## config.mk

```make
export PLATFORM = sky130hd
export DESIGN_NAME = sdram_addr_mux
export DESIGN_NICKNAME = d
export VERILOG_FILES = /design/src/rtl/sdram_amux_pkg.sv /design/src/rtl/sdram_lane_ctl.sv /design/src/rtl/sdram_row_map.sv /design/src/rtl/sdram_col_map.sv /design/src/rtl/sdram_bank_hold.sv /design/src/rtl/sdram_addr_mux.sv
export SDC_FILE = /design/constraint.sdc
export NUM_CORES = 1
export LEC_CHECK = 0
export CORE_AREA = 4 4 77 79
export DETAILED_ROUTE_END_ITERATION = 10
export DIE_AREA = 0 0 81 83
export GPL_ROUTABILITY_DRIVEN = 0
export GPL_TIMING_DRIVEN = 0
export PLACE_DENSITY_LB_ADDON = 0.25
export SLEW_MARGIN = 10
export SYNTH_ARGS = -nofsm -noshare
export SYNTH_HDL_FRONTEND = slang
export SYNTH_HIERARCHICAL = 1
export SYNTH_SLANG_ARGS = --single-unit
```

## constraint.sdc

```tcl
create_clock -name clk -period 2.5 [get_ports clk]
set_clock_uncertainty 0.2 [all_clocks]
set_input_delay 0.375 -clock clk [delete_from_list [all_inputs] [get_ports clk]]
set_output_delay 0.375 -clock clk [all_outputs]
set_load 0.005 [all_outputs]
```

## src/rtl/sdram_amux_pkg.sv

```systemverilog
// Package: shared widths and the density code for the SDRAM address multiplexer.
// Assumes: the bit placement tables are fixed to a 30-bit system address,
// a 13-line device address and two bank lines.
package sdram_amux_pkg;
    localparam int SYS_AW = 30;
    localparam int DEV_AW = 13;
    localparam int BANK_W = 2;
    localparam int SEL_W  = 3;

    typedef enum logic [1:0] {
        DEN_16M  = 2'b00,
        DEN_64M  = 2'b01,
        DEN_256M = 2'b10,
        DEN_RSVD = 2'b11
    } density_e;
endpackage

```

## src/rtl/sdram_lane_ctl.sv

```systemverilog
// Module: turns the density code into per-line enable masks and flags
// illegal setting/density combinations.
// Assumes: lane counts are at most DEV_AW and bank lanes at most BANK_W.
module sdram_lane_ctl
    import sdram_amux_pkg::*;
#(
    parameter int ADDR_W    = DEV_AW,
    parameter int BNK_W     = BANK_W,
    parameter int LANES_16M = 11,
    parameter int LANES_64M = 12,
    parameter int LANES_256 = 13
) (
    input  density_e           density,
    input  logic [SEL_W-1:0]   sel,
    output logic [ADDR_W-1:0]  addr_mask,
    output logic [BNK_W-1:0]   bank_mask,
    output logic               illegal
);
    int addr_lanes;
    int bank_lanes;

    // Purpose: number of live address and bank lines per density.
    always_comb begin
        case (density)
            DEN_16M:  begin addr_lanes = LANES_16M; bank_lanes = 1;     end
            DEN_64M:  begin addr_lanes = LANES_64M; bank_lanes = BNK_W; end
            DEN_256M: begin addr_lanes = LANES_256; bank_lanes = BNK_W; end
            default:  begin addr_lanes = 0;         bank_lanes = 0;     end
        endcase
    end

    for (genvar i = 0; i < ADDR_W; i++) begin : g_addr_lane
        assign addr_mask[i] = (addr_lanes > i);
    end

    for (genvar j = 0; j < BNK_W; j++) begin : g_bank_lane
        assign bank_mask[j] = (bank_lanes > j);
    end

    // Purpose: setting 000 is only meaningful for the smallest density.
    always_comb begin
        illegal = (density == DEN_RSVD) ||
                  ((density != DEN_16M) && (sel == '0));
    end
endmodule

```

## src/rtl/sdram_row_map.sv

```systemverilog
// Module: selects row address and bank bits from the system address
// for each decode setting.
// Assumes: setting 000 is the small-density placement; masking of unused
// lines happens in the caller.
module sdram_row_map
    import sdram_amux_pkg::*;
(
    input  logic [SYS_AW-1:0] sys_addr,
    input  logic [SEL_W-1:0]  sel,
    output logic [DEV_AW-1:0] row,
    output logic [BANK_W-1:0] bank
);
    // Purpose: row and bank bit placement per setting.
    always_comb begin
        case (sel)
            3'd0: begin
                row  = {2'b00, sys_addr[24:14]};
                bank = {1'b0, sys_addr[13]};
            end
            3'd1: begin
                row  = sys_addr[25:13];
                bank = {sys_addr[7], sys_addr[6]};
            end
            3'd2: begin
                row  = sys_addr[25:13];
                bank = {sys_addr[12], sys_addr[11]};
            end
            3'd3: begin
                row  = {sys_addr[25:15], sys_addr[12:11]};
                bank = {sys_addr[14], sys_addr[13]};
            end
            3'd4: begin
                row  = {sys_addr[25:23], sys_addr[20:11]};
                bank = {sys_addr[22], sys_addr[21]};
            end
            3'd5: begin
                row  = {sys_addr[25], sys_addr[22:11]};
                bank = {sys_addr[24], sys_addr[23]};
            end
            3'd6: begin
                row  = sys_addr[23:11];
                bank = {sys_addr[25], sys_addr[24]};
            end
            default: begin
                row  = {sys_addr[27], sys_addr[22:11]};
                bank = {sys_addr[26], sys_addr[25]};
            end
        endcase
    end
endmodule

```

## src/rtl/sdram_col_map.sv

```systemverilog
// Module: selects column address bits per decode setting and keeps the
// auto-precharge line (bit 10) at zero.
// Assumes: masking of unused lines happens in the caller.
module sdram_col_map
    import sdram_amux_pkg::*;
(
    input  logic [SYS_AW-1:0] sys_addr,
    input  logic [SEL_W-1:0]  sel,
    output logic [DEV_AW-1:0] col
);
    logic [1:0] upper;
    logic [7:0] lower;

    // Purpose: pick the two upper column bits.
    always_comb begin
        if (sel == 3'd7) upper = sys_addr[24:23];
        else             upper = sys_addr[27:26];
    end

    // Purpose: pick the eight lower column bits.
    always_comb begin
        if (sel == 3'd1) lower = {sys_addr[12:8], sys_addr[5:3]};
        else             lower = sys_addr[10:3];
    end

    // Purpose: assemble the column word; setting 000 uses a plain 10-bit column.
    always_comb begin
        if (sel == 3'd0) col = {3'b000, sys_addr[12:3]};
        else             col = {sys_addr[29], sys_addr[28], 1'b0, upper, lower};
    end
endmodule

```

## src/rtl/sdram_bank_hold.sv

```systemverilog
// Module: captures the bank number in the row phase for reuse in the
// column phase.
// Assumes: load_val is already masked to the live bank lines.
module sdram_bank_hold
    import sdram_amux_pkg::*;
(
    input  logic              clk,
    input  logic              rst_n,
    input  logic              row_stb,
    input  logic              illegal,
    input  logic [BANK_W-1:0] load_val,
    output logic [BANK_W-1:0] held
);
    // Purpose: load on row phase, clear on illegal row phase or reset.
    always_ff @(posedge clk) begin
        if (!rst_n)       held <= '0;
        else if (row_stb) held <= illegal ? '0 : load_val;
    end

    p_bank_clear_r7: assert property (@(posedge clk) disable iff (!rst_n)
        (row_stb && illegal) |=> (held == '0));
endmodule

```

## src/rtl/sdram_addr_mux.sv

```systemverilog
// Module: top of the SDRAM row/column address multiplexer. Registers the
// row or column word on the matching strobe, with per-line enables.
// Assumes: row strobe wins over column strobe; idle cycles hold all outputs.
module sdram_addr_mux
    import sdram_amux_pkg::*;
#(
    parameter int LANES_16M = 11,
    parameter int LANES_64M = 12,
    parameter int LANES_256 = 13
) (
    input  logic              clk,
    input  logic              rst_n,
    input  logic [29:0]       sys_addr,
    input  logic [2:0]        decode_sel,
    input  logic [1:0]        density,
    input  logic              row_stb,
    input  logic              col_stb,
    output logic [12:0]       dev_addr,
    output logic [12:0]       dev_addr_oe,
    output logic [1:0]        dev_bank,
    output logic [1:0]        dev_bank_oe,
    output logic              cfg_err
);
    logic [DEV_AW-1:0] addr_mask;
    logic [BANK_W-1:0] bank_mask;
    logic              illegal;
    logic [DEV_AW-1:0] row_raw;
    logic [BANK_W-1:0] bank_raw;
    logic [DEV_AW-1:0] col_raw;
    logic [BANK_W-1:0] bank_held;
    logic              col_only;

    sdram_lane_ctl #(
        .ADDR_W    (DEV_AW),
        .BNK_W     (BANK_W),
        .LANES_16M (LANES_16M),
        .LANES_64M (LANES_64M),
        .LANES_256 (LANES_256)
    ) u_lane (
        .density   (density_e'(density)),
        .sel       (decode_sel),
        .addr_mask (addr_mask),
        .bank_mask (bank_mask),
        .illegal   (illegal)
    );

    sdram_row_map u_row (
        .sys_addr (sys_addr),
        .sel      (decode_sel),
        .row      (row_raw),
        .bank     (bank_raw)
    );

    sdram_col_map u_col (
        .sys_addr (sys_addr),
        .sel      (decode_sel),
        .col      (col_raw)
    );

    sdram_bank_hold u_bank (
        .clk      (clk),
        .rst_n    (rst_n),
        .row_stb  (row_stb),
        .illegal  (illegal),
        .load_val (bank_raw & bank_mask),
        .held     (bank_held)
    );

    // Purpose: column phase only when row strobe is absent.
    always_comb col_only = col_stb && !row_stb;

    // Purpose: output registers for address, bank, enables and error flag.
    always_ff @(posedge clk) begin
        if (!rst_n) begin
            dev_addr    <= '0;
            dev_addr_oe <= '0;
            dev_bank    <= '0;
            dev_bank_oe <= '0;
            cfg_err     <= 1'b0;
        end else if (row_stb) begin
            dev_addr    <= illegal ? '0 : (row_raw & addr_mask);
            dev_bank    <= illegal ? '0 : (bank_raw & bank_mask);
            dev_addr_oe <= addr_mask;
            dev_bank_oe <= bank_mask;
            cfg_err     <= illegal;
        end else if (col_stb) begin
            dev_addr    <= illegal ? '0 : (col_raw & addr_mask);
            dev_bank    <= illegal ? '0 : (bank_held & bank_mask);
            dev_addr_oe <= addr_mask;
            dev_bank_oe <= bank_mask;
            cfg_err     <= illegal;
        end
    end

    p_precharge_low_r3: assert property (@(posedge clk) disable iff (!rst_n)
        col_only |=> (dev_addr[10] == 1'b0));

    p_bank_held_r4: assert property (@(posedge clk) disable iff (!rst_n)
        (col_only && !illegal) |=> (dev_bank == ($past(bank_held) & dev_bank_oe)));

    p_float_zero_r5: assert property (@(posedge clk) disable iff (!rst_n)
        ((dev_addr & ~dev_addr_oe) == '0) && ((dev_bank & ~dev_bank_oe) == '0));

    p_err_zero_r7: assert property (@(posedge clk) disable iff (!rst_n)
        cfg_err |-> ((dev_addr == '0) && (dev_bank == '0)));

    p_idle_hold_r8: assert property (@(posedge clk) disable iff (!rst_n)
        (!row_stb && !col_stb) |=> ($stable(dev_addr) && $stable(dev_bank) &&
                                    $stable(cfg_err) && $stable(dev_addr_oe)));
endmodule

```

After elaboration in Yosys (flattened, before gate mapping)
Cells that the tools add are included.

storage, ports and cells
  output and inout bits = 31
  bits in registers = 33
  word-level logic and storage cells = 64

cells by class
  reduce and logical (&&, ||, !) cells = 8
  equality and inequality tests = 10
  multiplexer cells = 21
  magnitude comparators = 15
  bitwise logic cells = 4

operator list
  operator              number
  $mux W13              7
  $pmux W13 S6          1
  $and A13 B13 Y13      2
  $gt A4 B4 Y1 const B  5
  $gt A4 B3 Y1 const B  4
  $mux W2               7
  $pmux W2 S7           1
  $eq A3 B3 Y1 const B  4
  $pmux W4 S3           1
  $gt A4 B1 Y1 const B  2
  $gt A4 B2 Y1 const B  2
  $mux W8               1
  $eq A3 B2 Y1 const B  2
  $and A2 B2 Y2         2
  $eq A2 B2 Y1 const B  2
  $gt A2 B1 Y1 const B  2
  $pmux W2 S2           1
  $reduce_bool A2 Y1    2
  $reduce_or A2 Y1      2
  $eq A3 B1 Y1 const B  1
  $logic_not A3 Y1      1
  $eq A2 B1 Y1 const B  1
  $logic_not A2 Y1      1
  $mux W1               2
  other kinds (2)       2

Depth between registers and ports, before layout
Gate-level depths: netlist of the first run.

  depth after elaboration = 8
  depth in mapped cells = 8
  depth with buffers taken out = 6

By module
Netlist of the first run, hierarchy kept.

by module, submodules not included
  module           cells an instance  area an instance (µm²)  instances  seq. area each (µm²)
  sdram_addr_mux   156                1581.5                  1          620.6
  sdram_row_map    68                 489.2                   1          0.0
  sdram_col_map    24                 205.2                   1          0.0
  sdram_lane_ctl   21                 171.4                   1          0.0
  sdram_bank_hold  8                  80.1                    1          40.0

Least setup slack after synthesis of the first run
Ideal clock, no wire load.

  path type = input to register
  start = input decode_sel[1]
  end = register dev_bank[0]
  data arrival time = 1556 ps
  path slack = 627 ps
  stages on the path = 8
  data required time = 2183 ps
  path buffers = 2
  path through = buf_2 -> buf_4 -> mux4_2 -> nand2_1 -> o21ai_1 -> mux2_1 -> nand4b_2 -> a21boi_1

on the way
  elaborated cells between the ends (all ways) = 15
  those cells by class = eq/ne: 6; mux: 5; bitwise: 1; reduce/logical: 3

RTL lines
  item                                  RTL line              RTL
  from (decl)                           sdram_addr_mux.sv:14  input logic [2:0] decode_sel,
  $eq A3 B3 Y1 (tied with other cells)  sdram_row_map.sv:15   case (sel)
  $pmux W2 S7 (*)                       sdram_row_map.sv:15
  net bank_raw[0]                       sdram_addr_mux.sv:28  logic [BANK_W-1:0] bank_raw;
  $and A2 B2 Y2 (*)                     sdram_addr_mux.sv:82  dev_bank <= illegal ? '0 : (bank_raw & bank_mask);
  $mux W2 (*)                           sdram_addr_mux.sv:82
  $mux W2 (*)                           sdram_addr_mux.sv:80  end else if (row_stb) begin
  to (signal assigned)                  sdram_addr_mux.sv:82
  to (signal assigned)                  sdram_addr_mux.sv:88  dev_bank <= illegal ? '0 : (bank_held & bank_mask);
  to (decl)                             sdram_addr_mux.sv:20  output logic [1:0] dev_bank,

The timed path passes the listed nets; every way through them passes the cells marked *. The select of a mux whose other input is x is not followed.
A chain may end at the register's enable or synchronous reset.

Worst setup path after layout of the first run
Ends and elaborated chain as after synthesis.

==> flow_metrics.tcl, run 1 <==
set metrics [dict create \
    cts_max_level 2 \
    drt.antenna.violating_nets 0 \
    synth_commonest_cells "sky130_fd_sc_hd__nand2_1 (59), sky130_fd_sc_hd__dfxtp_1 (33), sky130_fd_sc_hd__a21boi_1 (21), sky130_fd_sc_hd__mux2_2 (20), sky130_fd_sc_hd__buf_4 (18)" \
    drt_drc_violations_left 0 \
    worst_path_dominant_cell_family "buffers and inverters" \
    cts.clk_slew.worst_paths_ns 0.07 \
    timing.critical_path.arrival_ns 2.46 \
    crit_required_ns 2.48 \
    synth_cell_types 43 \
    drive_gt1_frac 0.2672 \
    initial_utilization 0.4735 \
    drt-vias-per-instance 5.274 \
    yosys.area.top_type_share 0.2614 \
    grt_antenna_before_repair 0 \
    critical_path.reg2reg.endpoint "dev_bank[0]" \
    internal-power_w 0.001007 \
    leakagePower_nw 1.356 \
    synth.most_common_cell "sky130_fd_sc_hd__nand2_1" \
    endpoint_kind "register" \
    nets 390 \
    yosys_register_bits 33 \
    path_max_fanout 10 \
    seqPwrFrac 0.411 \
    netlist_area_sq_um 2527 \
    area_growth_syn_to_layout_pct 31.83 \
    chipWidth_microns 81 \
    p_sw_frac 0.2865 \
    post-cts-setup-buffer-count 0 \
    cts_root_buffer "sky130_fd_sc_hd__clkbuf_8" \
    cp-endpoint "dev_bank[0]" \
    startpoint_type "input pin" \
    timing.critical_path.buf_inv 3 \
    routed-via-count 2215 \
    start_point_of_the_critical_path "decode_sel[1]" \
    syn-mean-instance-area_sq_um 9.124 \
    dieHeight_microns 83 \
    max_clock_freq_ghz 0.4029 \
    run_status "completed" \
    die-area_sq_um 6723 \
    syn_inst 277 \
    largest_net_degree_at_the_start_of_global_routing 14 \
    worst_reg2reg_setup_slack_ns 1.43 \
    fin_ws_ns 0.01801 \
    cts_made_buffers 5 \
    timing.final.max_slew_violations 0 \
    r2r_start "u_bank/held[0]" \
    net-switching-power_w 0.0004043 \
    slew_headroom 0.5091 \
    postSynth.asyncResetShare 0 \
    ir_drop_mv 0.3483 \
    worst_r2r_path_depth 3 \
    cpMaxStageDelayCell "sky130_fd_sc_hd__clkdlybuf4s50_1" \
    setup_violations 0 \
    dpl_worst_slack_ns -0.2629 \
    timing.critical_path.depth 9 \
    postLayoutCoreUtil 0.6242 \
    cts.sinks 33 \
    crit_path_cells "clkdlybuf4s50_1 -> buf_2 -> buf_4 -> mux4_2 -> nand2_1 -> o21ai_1 -> mux2_1 -> nand4b_2 -> a21boi_1" \
    finish.instance_area_sq_um 3332 \
    finalWorstPathRequiredPeriod_ns 2.482 \
    place_hpwl_microns 4945 \
    unrepaired_setup_endpoints_after_global_routing "yes" \
    drt_first_pass_iters 4 \
    yosys-top-cells-area "sky130_fd_sc_hd__dfxtp_1 (26%), sky130_fd_sc_hd__mux2_2 (8.9%), sky130_fd_sc_hd__nand2_1 (8.8%)" \
    placementRows 27 \
    total_grt_usage 0.1894 \
    routed_wire_length_per_instance_microns 14.95 \
    finalWirelength_microns 6281 \
    first_iter_violations 81 \
    synth_largest_area_cell "sky130_fd_sc_hd__dfxtp_1" \
    insertion_delay_ns 0.28 \
    tritoncts "done" \
    tns_ns 0 \
    core-area_sq_um 5338 \
    critical_path.max_stage_delay_ns 0.65 \
    ys_dominant_reg_cell "sky130_fd_sc_hd__dfxtp_1" \
    gr-total-overflow 0 \
    share_clk_of_total_power 0.277 \
    power.combinational.fraction 0.312 \
    number_of_nets_produced_by_synthesis 320 \
    pwrdens_nw_per_um2 423.5 \
    timing_hold_violations_final 0 \
    wire_length_of_the_first_global_routing_pass_microns 10180 \
    ctsLongestPathBuffers 2 \
    min-delay-path-class "reg -> reg" \
    ioPinCount 70 \
    via_count_of_the_first_global_routing_pass 2148 \
    number_of_inserted_diodes 0 \
    fin_crit_sh 0.9928 \
    placedInstanceArea_sq_um 3248 \
    worstMarginPinSlew_ns 0.7284 \
    timing_worst_setup_path_type "in -> reg" \
    drv.max_cap_violation_count 0 \
    number_of_enable_type_register_cells_in_the_synthesized_netlist 0 \
    port_buffers 63 \
    synth_seq_area_share 0.2614 \
    synth-warning-count 6 \
]
[through the flow]
step | hold WS [ns] | total power (W) | std cells
3_5_place_dp | 0.2468 | 0.001030 | 412
4_1_cts | 0.2562 | 0.001415 | 420
2_1_floorplan | 0.2419 | 0.0008432 | 277
6_report | 0.2528 | 0.001411 | 420
3_3_place_gp | 0.2402 | 0.001024 | 412
5_1_grt | 0.2736 | 0.001488 | 420
[metal layers]
layer	up-vias	part of all wire	track usage
met5	-	0	0
met4	0	0.025	0.06912
met3	13	0.059	0.03579
met2	82	0.45	0.2920
met1	1021	0.46	0.2597
li1	1099	-	-
[layout by cell type (no fill, tap or decap), types with 3 or more instances in the layout]
master / instances
sky130_fd_sc_hd__clkdlybuf4s50_1: 63
sky130_fd_sc_hd__nand2_1: 59
sky130_fd_sc_hd__dfxtp_1: 33
sky130_fd_sc_hd__a21boi_1: 21
sky130_fd_sc_hd__mux2_2: 20
sky130_fd_sc_hd__buf_4: 18
sky130_fd_sc_hd__o21ai_0: 15
sky130_fd_sc_hd__nand4b_2: 14
sky130_fd_sc_hd__mux2i_1: 11
sky130_fd_sc_hd__a21boi_2: 10
sky130_fd_sc_hd__buf_6: 7
sky130_fd_sc_hd__clkbuf_1: 6
sky130_fd_sc_hd__buf_2: 5
sky130_fd_sc_hd__clkbuf_8: 5
sky130_fd_sc_hd__inv_1: 5
sky130_fd_sc_hd__nor2_1: 4
sky130_fd_sc_hd__ha_1: 4
sky130_fd_sc_hd__a22oi_1: 4
sky130_fd_sc_hd__mux2_1: 3
sky130_fd_sc_hd__nand4b_1: 3
sky130_fd_sc_hd__o21a_1: 3
sky130_fd_sc_hd__a21oi_1: 3
[worst reg2reg max path, stage by stage (launching register included)]
cell	delay, ns
sky130_fd_sc_hd__dfxtp_1	0.31
sky130_fd_sc_hd__mux2_1	0.29
sky130_fd_sc_hd__nand4b_2	0.09
sky130_fd_sc_hd__a21boi_1	0.06
[cell type report]
class                      count  area [sq um]
fill                         496          2006
multi-input combinational    202          1572
sequential                    33         660.6
timing repair buffer          63         630.6
buffer                        37         277.8
tap                           72         90.09
clock buffer                   6         72.57
inverter                       5         18.77
clock inverter                 2         10.01
[state kept, by name, indices dropped and copies added (netlist names)]
name         flops
dev_bank         2
u_bank/held      2
cfg_err          1
dev_bank_oe      2
dev_addr_oe     13
dev_addr        13
[power groups by stage]
stage	combinational (W)	sequential, W	clock [W]
after detailed placement	0.000439	0.000590	0
after floorplan	0.000253	0.000591	0
final	0.000441	0.000579	0.000391
after global placement	0.000434	0.000590	0
after CTS	0.000442	0.000579	0.000394
after global routing	0.000478	0.000584	0.000426
[worst min path at each step]
stage / slack, ns / from / end / cells past startpoint
floorplan: 0.24 / u_bank/held[0] / u_bank/held[0] / 2
global placement: 0.24 / dev_addr_oe[0] / dev_addr_oe[0] / 2
detailed placement: 0.25 / dev_addr_oe[0] / dev_addr_oe[0] / 2
CTS: 0.26 / dev_addr_oe[0] / dev_addr_oe[0] / 2
global route: 0.27 / dev_addr_oe[12] / dev_addr_oe[12] / 2
finish: 0.25 / dev_addr_oe[12] / dev_addr_oe[12] / 2
[cell families (layout without fill, tap and decap cells)]
logic type / count (synthesis) / count (layout) / share of synthesized area
other: 1 / 1 / 0.001484
and+or+nand+nor: 94 / 94 / 0.2351
DFF: 33 / 33 / 0.2614
muxes: 36 / 36 / 0.1654
buffers and inverters: 42 / 113 / 0.1168
adders and majority gates: 4 / 4 / 0.01980
AOI/OAI and AO/OA: 67 / 67 / 0.2000
[repair_timing]
action | 4_1_cts | 5_1_grt
resized for setup | 0 | 1
setup endpoints to repair | 0 | 15
hold buffers | 0 | 0
Power figures use the tool's default switching activity.
==> inputs of run 2 (changes only) <==
SLEW_MARGIN = 20   (was 10)
==> results of run 2 <==
The final DEF is identical to that of run 1; final timing and power are the same.
==> inputs of run 3 (changes only) <==
GPL_TIMING_DRIVEN = not set   (was 0)
TNS_END_PERCENT = 100   (was not set)
==> run 3 against run 2 <==
  * Clock power grew 34%
  * Total power grew 8.7%
  * Register-to-register slack is essentially flat
  * Final area grew 0.11%
  * Worst hold slack lost 0.0017 ns
  * Critical path depth is the same
  * Cell count shrank 2.4%
  * Sequential power is essentially flat
  * Count of clock-buffer cells in the layout grew 1
==> flow_metrics.tcl, run 3 (synthesis results as in run 1) <==
set metrics [dict create \
    run_status "completed" \
    port_buffers 66 \
    leakagePower_nw 1.345 \
    routed-via-count 2152 \
    drive_gt1_frac 0.2515 \
    crit_required_ns 2.48 \
    unrepaired_setup_endpoints_after_global_routing "no" \
    area_growth_syn_to_layout_pct 31.98 \
    drv.max_cap_violation_count 0 \
    drt-vias-per-instance 5.249 \
    worst_reg2reg_setup_slack_ns 1.44 \
    layout.cells.most_common_list "sky130_fd_sc_hd__clkdlybuf4s50_1 (66), sky130_fd_sc_hd__nand2_1 (59), sky130_fd_sc_hd__dfxtp_1 (33)" \
    fin_hold_ws_ns 0.2510 \
    cts_hold_buf 0 \
    via_count_of_the_first_global_routing_pass 2115 \
    gr-total-overflow 0 \
    dieHeight_microns 83 \
    pwrdens_nw_per_um2 459.7 \
    ctsLongestPathBuffers 2 \
    insertion_delay_ns 0.28 \
    power_w 0.001533 \
    timing.critical_path.arrival_ns 2.24 \
    ir_drop_mv 0.4371 \
    ioPinCount 70 \
    min-delay-path-class "reg -> reg" \
    cts.clk_slew.worst_paths_ns 0.07 \
    cts_resized 0 \
    placementRows 27 \
    place_hpwl_microns 4406 \
    timing_hold_violations_final 0 \
    first_iter_violations 80 \
    drt_drc_violations_left 0 \
    number_of_inserted_diodes 0 \
    largest_net_degree_at_the_start_of_global_routing 36 \
    cts_made_buffers 5 \
    grt_antenna_before_repair 0 \
    tritoncts "done" \
    cts.sinks 33 \
    final_common_cell "sky130_fd_sc_hd__clkdlybuf4s50_1" \
    cts_root_buffer "sky130_fd_sc_hd__clkbuf_8" \
    cts_max_level 2 \
    wire_length_of_the_first_global_routing_pass_microns 9846 \
    reg_top3 "dev_addr: 13 flops, dev_addr_oe: 13 flops" \
    fin_crit_sh 0.9018 \
    path_max_fanout 14 \
    initial_utilization 0.4735 \
    startpoint_type "input pin" \
    die-area_sq_um 6723 \
    routed_wire_length_per_instance_microns 14.69 \
    drt_first_pass_iters 4 \
    endpoint_kind "register" \
    total_grt_usage 0.1803 \
    max_clock_freq_ghz 0.4436 \
    nets 380 \
    finalWirelength_microns 6023 \
    drt.antenna.violating_nets 0 \
    finalWorstPathRequiredPeriod_ns 2.254 \
    chipWidth_microns 81 \
    post-cts-setup-buffer-count 0 \
    timing_worst_setup_path_type "in -> reg" \
    timing.final.max_slew_violations 0 \
    core-area_sq_um 5338 \
    setup_violations 0 \
]
==> run 3: cell types whose count changed in the layout (fill, tap and decap cells not counted), sizes merged <==
cell and delta:
clkinv -2, clkbuf -5, clkdlybuf4s50 +3, bufinv +1
buf -7
==> run 3: per-layer routing <==
metal  up-vias  GRT usage  wire (microns)
li1       1082          -               -
met1       999     0.2356            2743
met3         7    0.05315             495
met2        64     0.2883            2728
met4         0    0.04455              55
met5         -          0               0
==> run 3: power by group <==
part / switching, W / total, W / leakage (nW) / internal [W]
registers: 0.0000175 / 0.000578 / 0.272 / 0.000560
logic: 0.000182 / 0.000434 / 1.01 / 0.000252
clock network: 0.000197 / 0.000522 / 0.0585 / 0.000325
total: 0.000396 / 0.00153 / 1.35 / 0.00114
==> run 3: final timing paths <==
path	startpoint	end	cells past startpoint
max	decode_sel[0]	dev_addr[10]	9
min	dev_addr_oe[10]	dev_addr_oe[10]	2
max reg2reg	u_bank/held[0]	dev_bank[0]	3
min reg2reg	dev_addr_oe[10]	dev_addr_oe[10]	2
==> run 3: worst max-delay path, cell delays in order <==
cell and delay, ns:
sky130_fd_sc_hd__clkdlybuf4s50_1 0.63, sky130_fd_sc_hd__buf_4 0.27, sky130_fd_sc_hd__nor2_4 0.06, sky130_fd_sc_hd__buf_4 0.14
sky130_fd_sc_hd__a211oi_1 0.23, sky130_fd_sc_hd__a31oi_1 0.09, sky130_fd_sc_hd__mux2_2 0.29, sky130_fd_sc_hd__nand4b_2 0.10
sky130_fd_sc_hd__a21boi_2 0.05
==> run 3: layout make-up <==
cell class | instances | area (sq um)
fill | 484 | 2002
multi-input combinational | 202 | 1572
timing repair buffer | 90 | 878.3
sequential | 33 | 660.6
tap | 72 | 90.09
clock buffer | 7 | 86.33
clock inverter | 1 | 30.03
inverter | 5 | 18.77
==> run 3: stage by stage <==
step	utilization	setup slack, ns	cells	TNS, ns	instance area [sq um]
after floorplan	-	0.6272	277	0	2527
after global placement	0.6031	-0.03661	402	-0.1195	3219
after global routing	0.6249	0.1706	410	0	3336
after CTS	0.6249	0.2717	410	0	3336
after detailed placement	0.6031	-0.03773	402	-0.1307	3219
final	0.6249	0.2455	410	0	3336
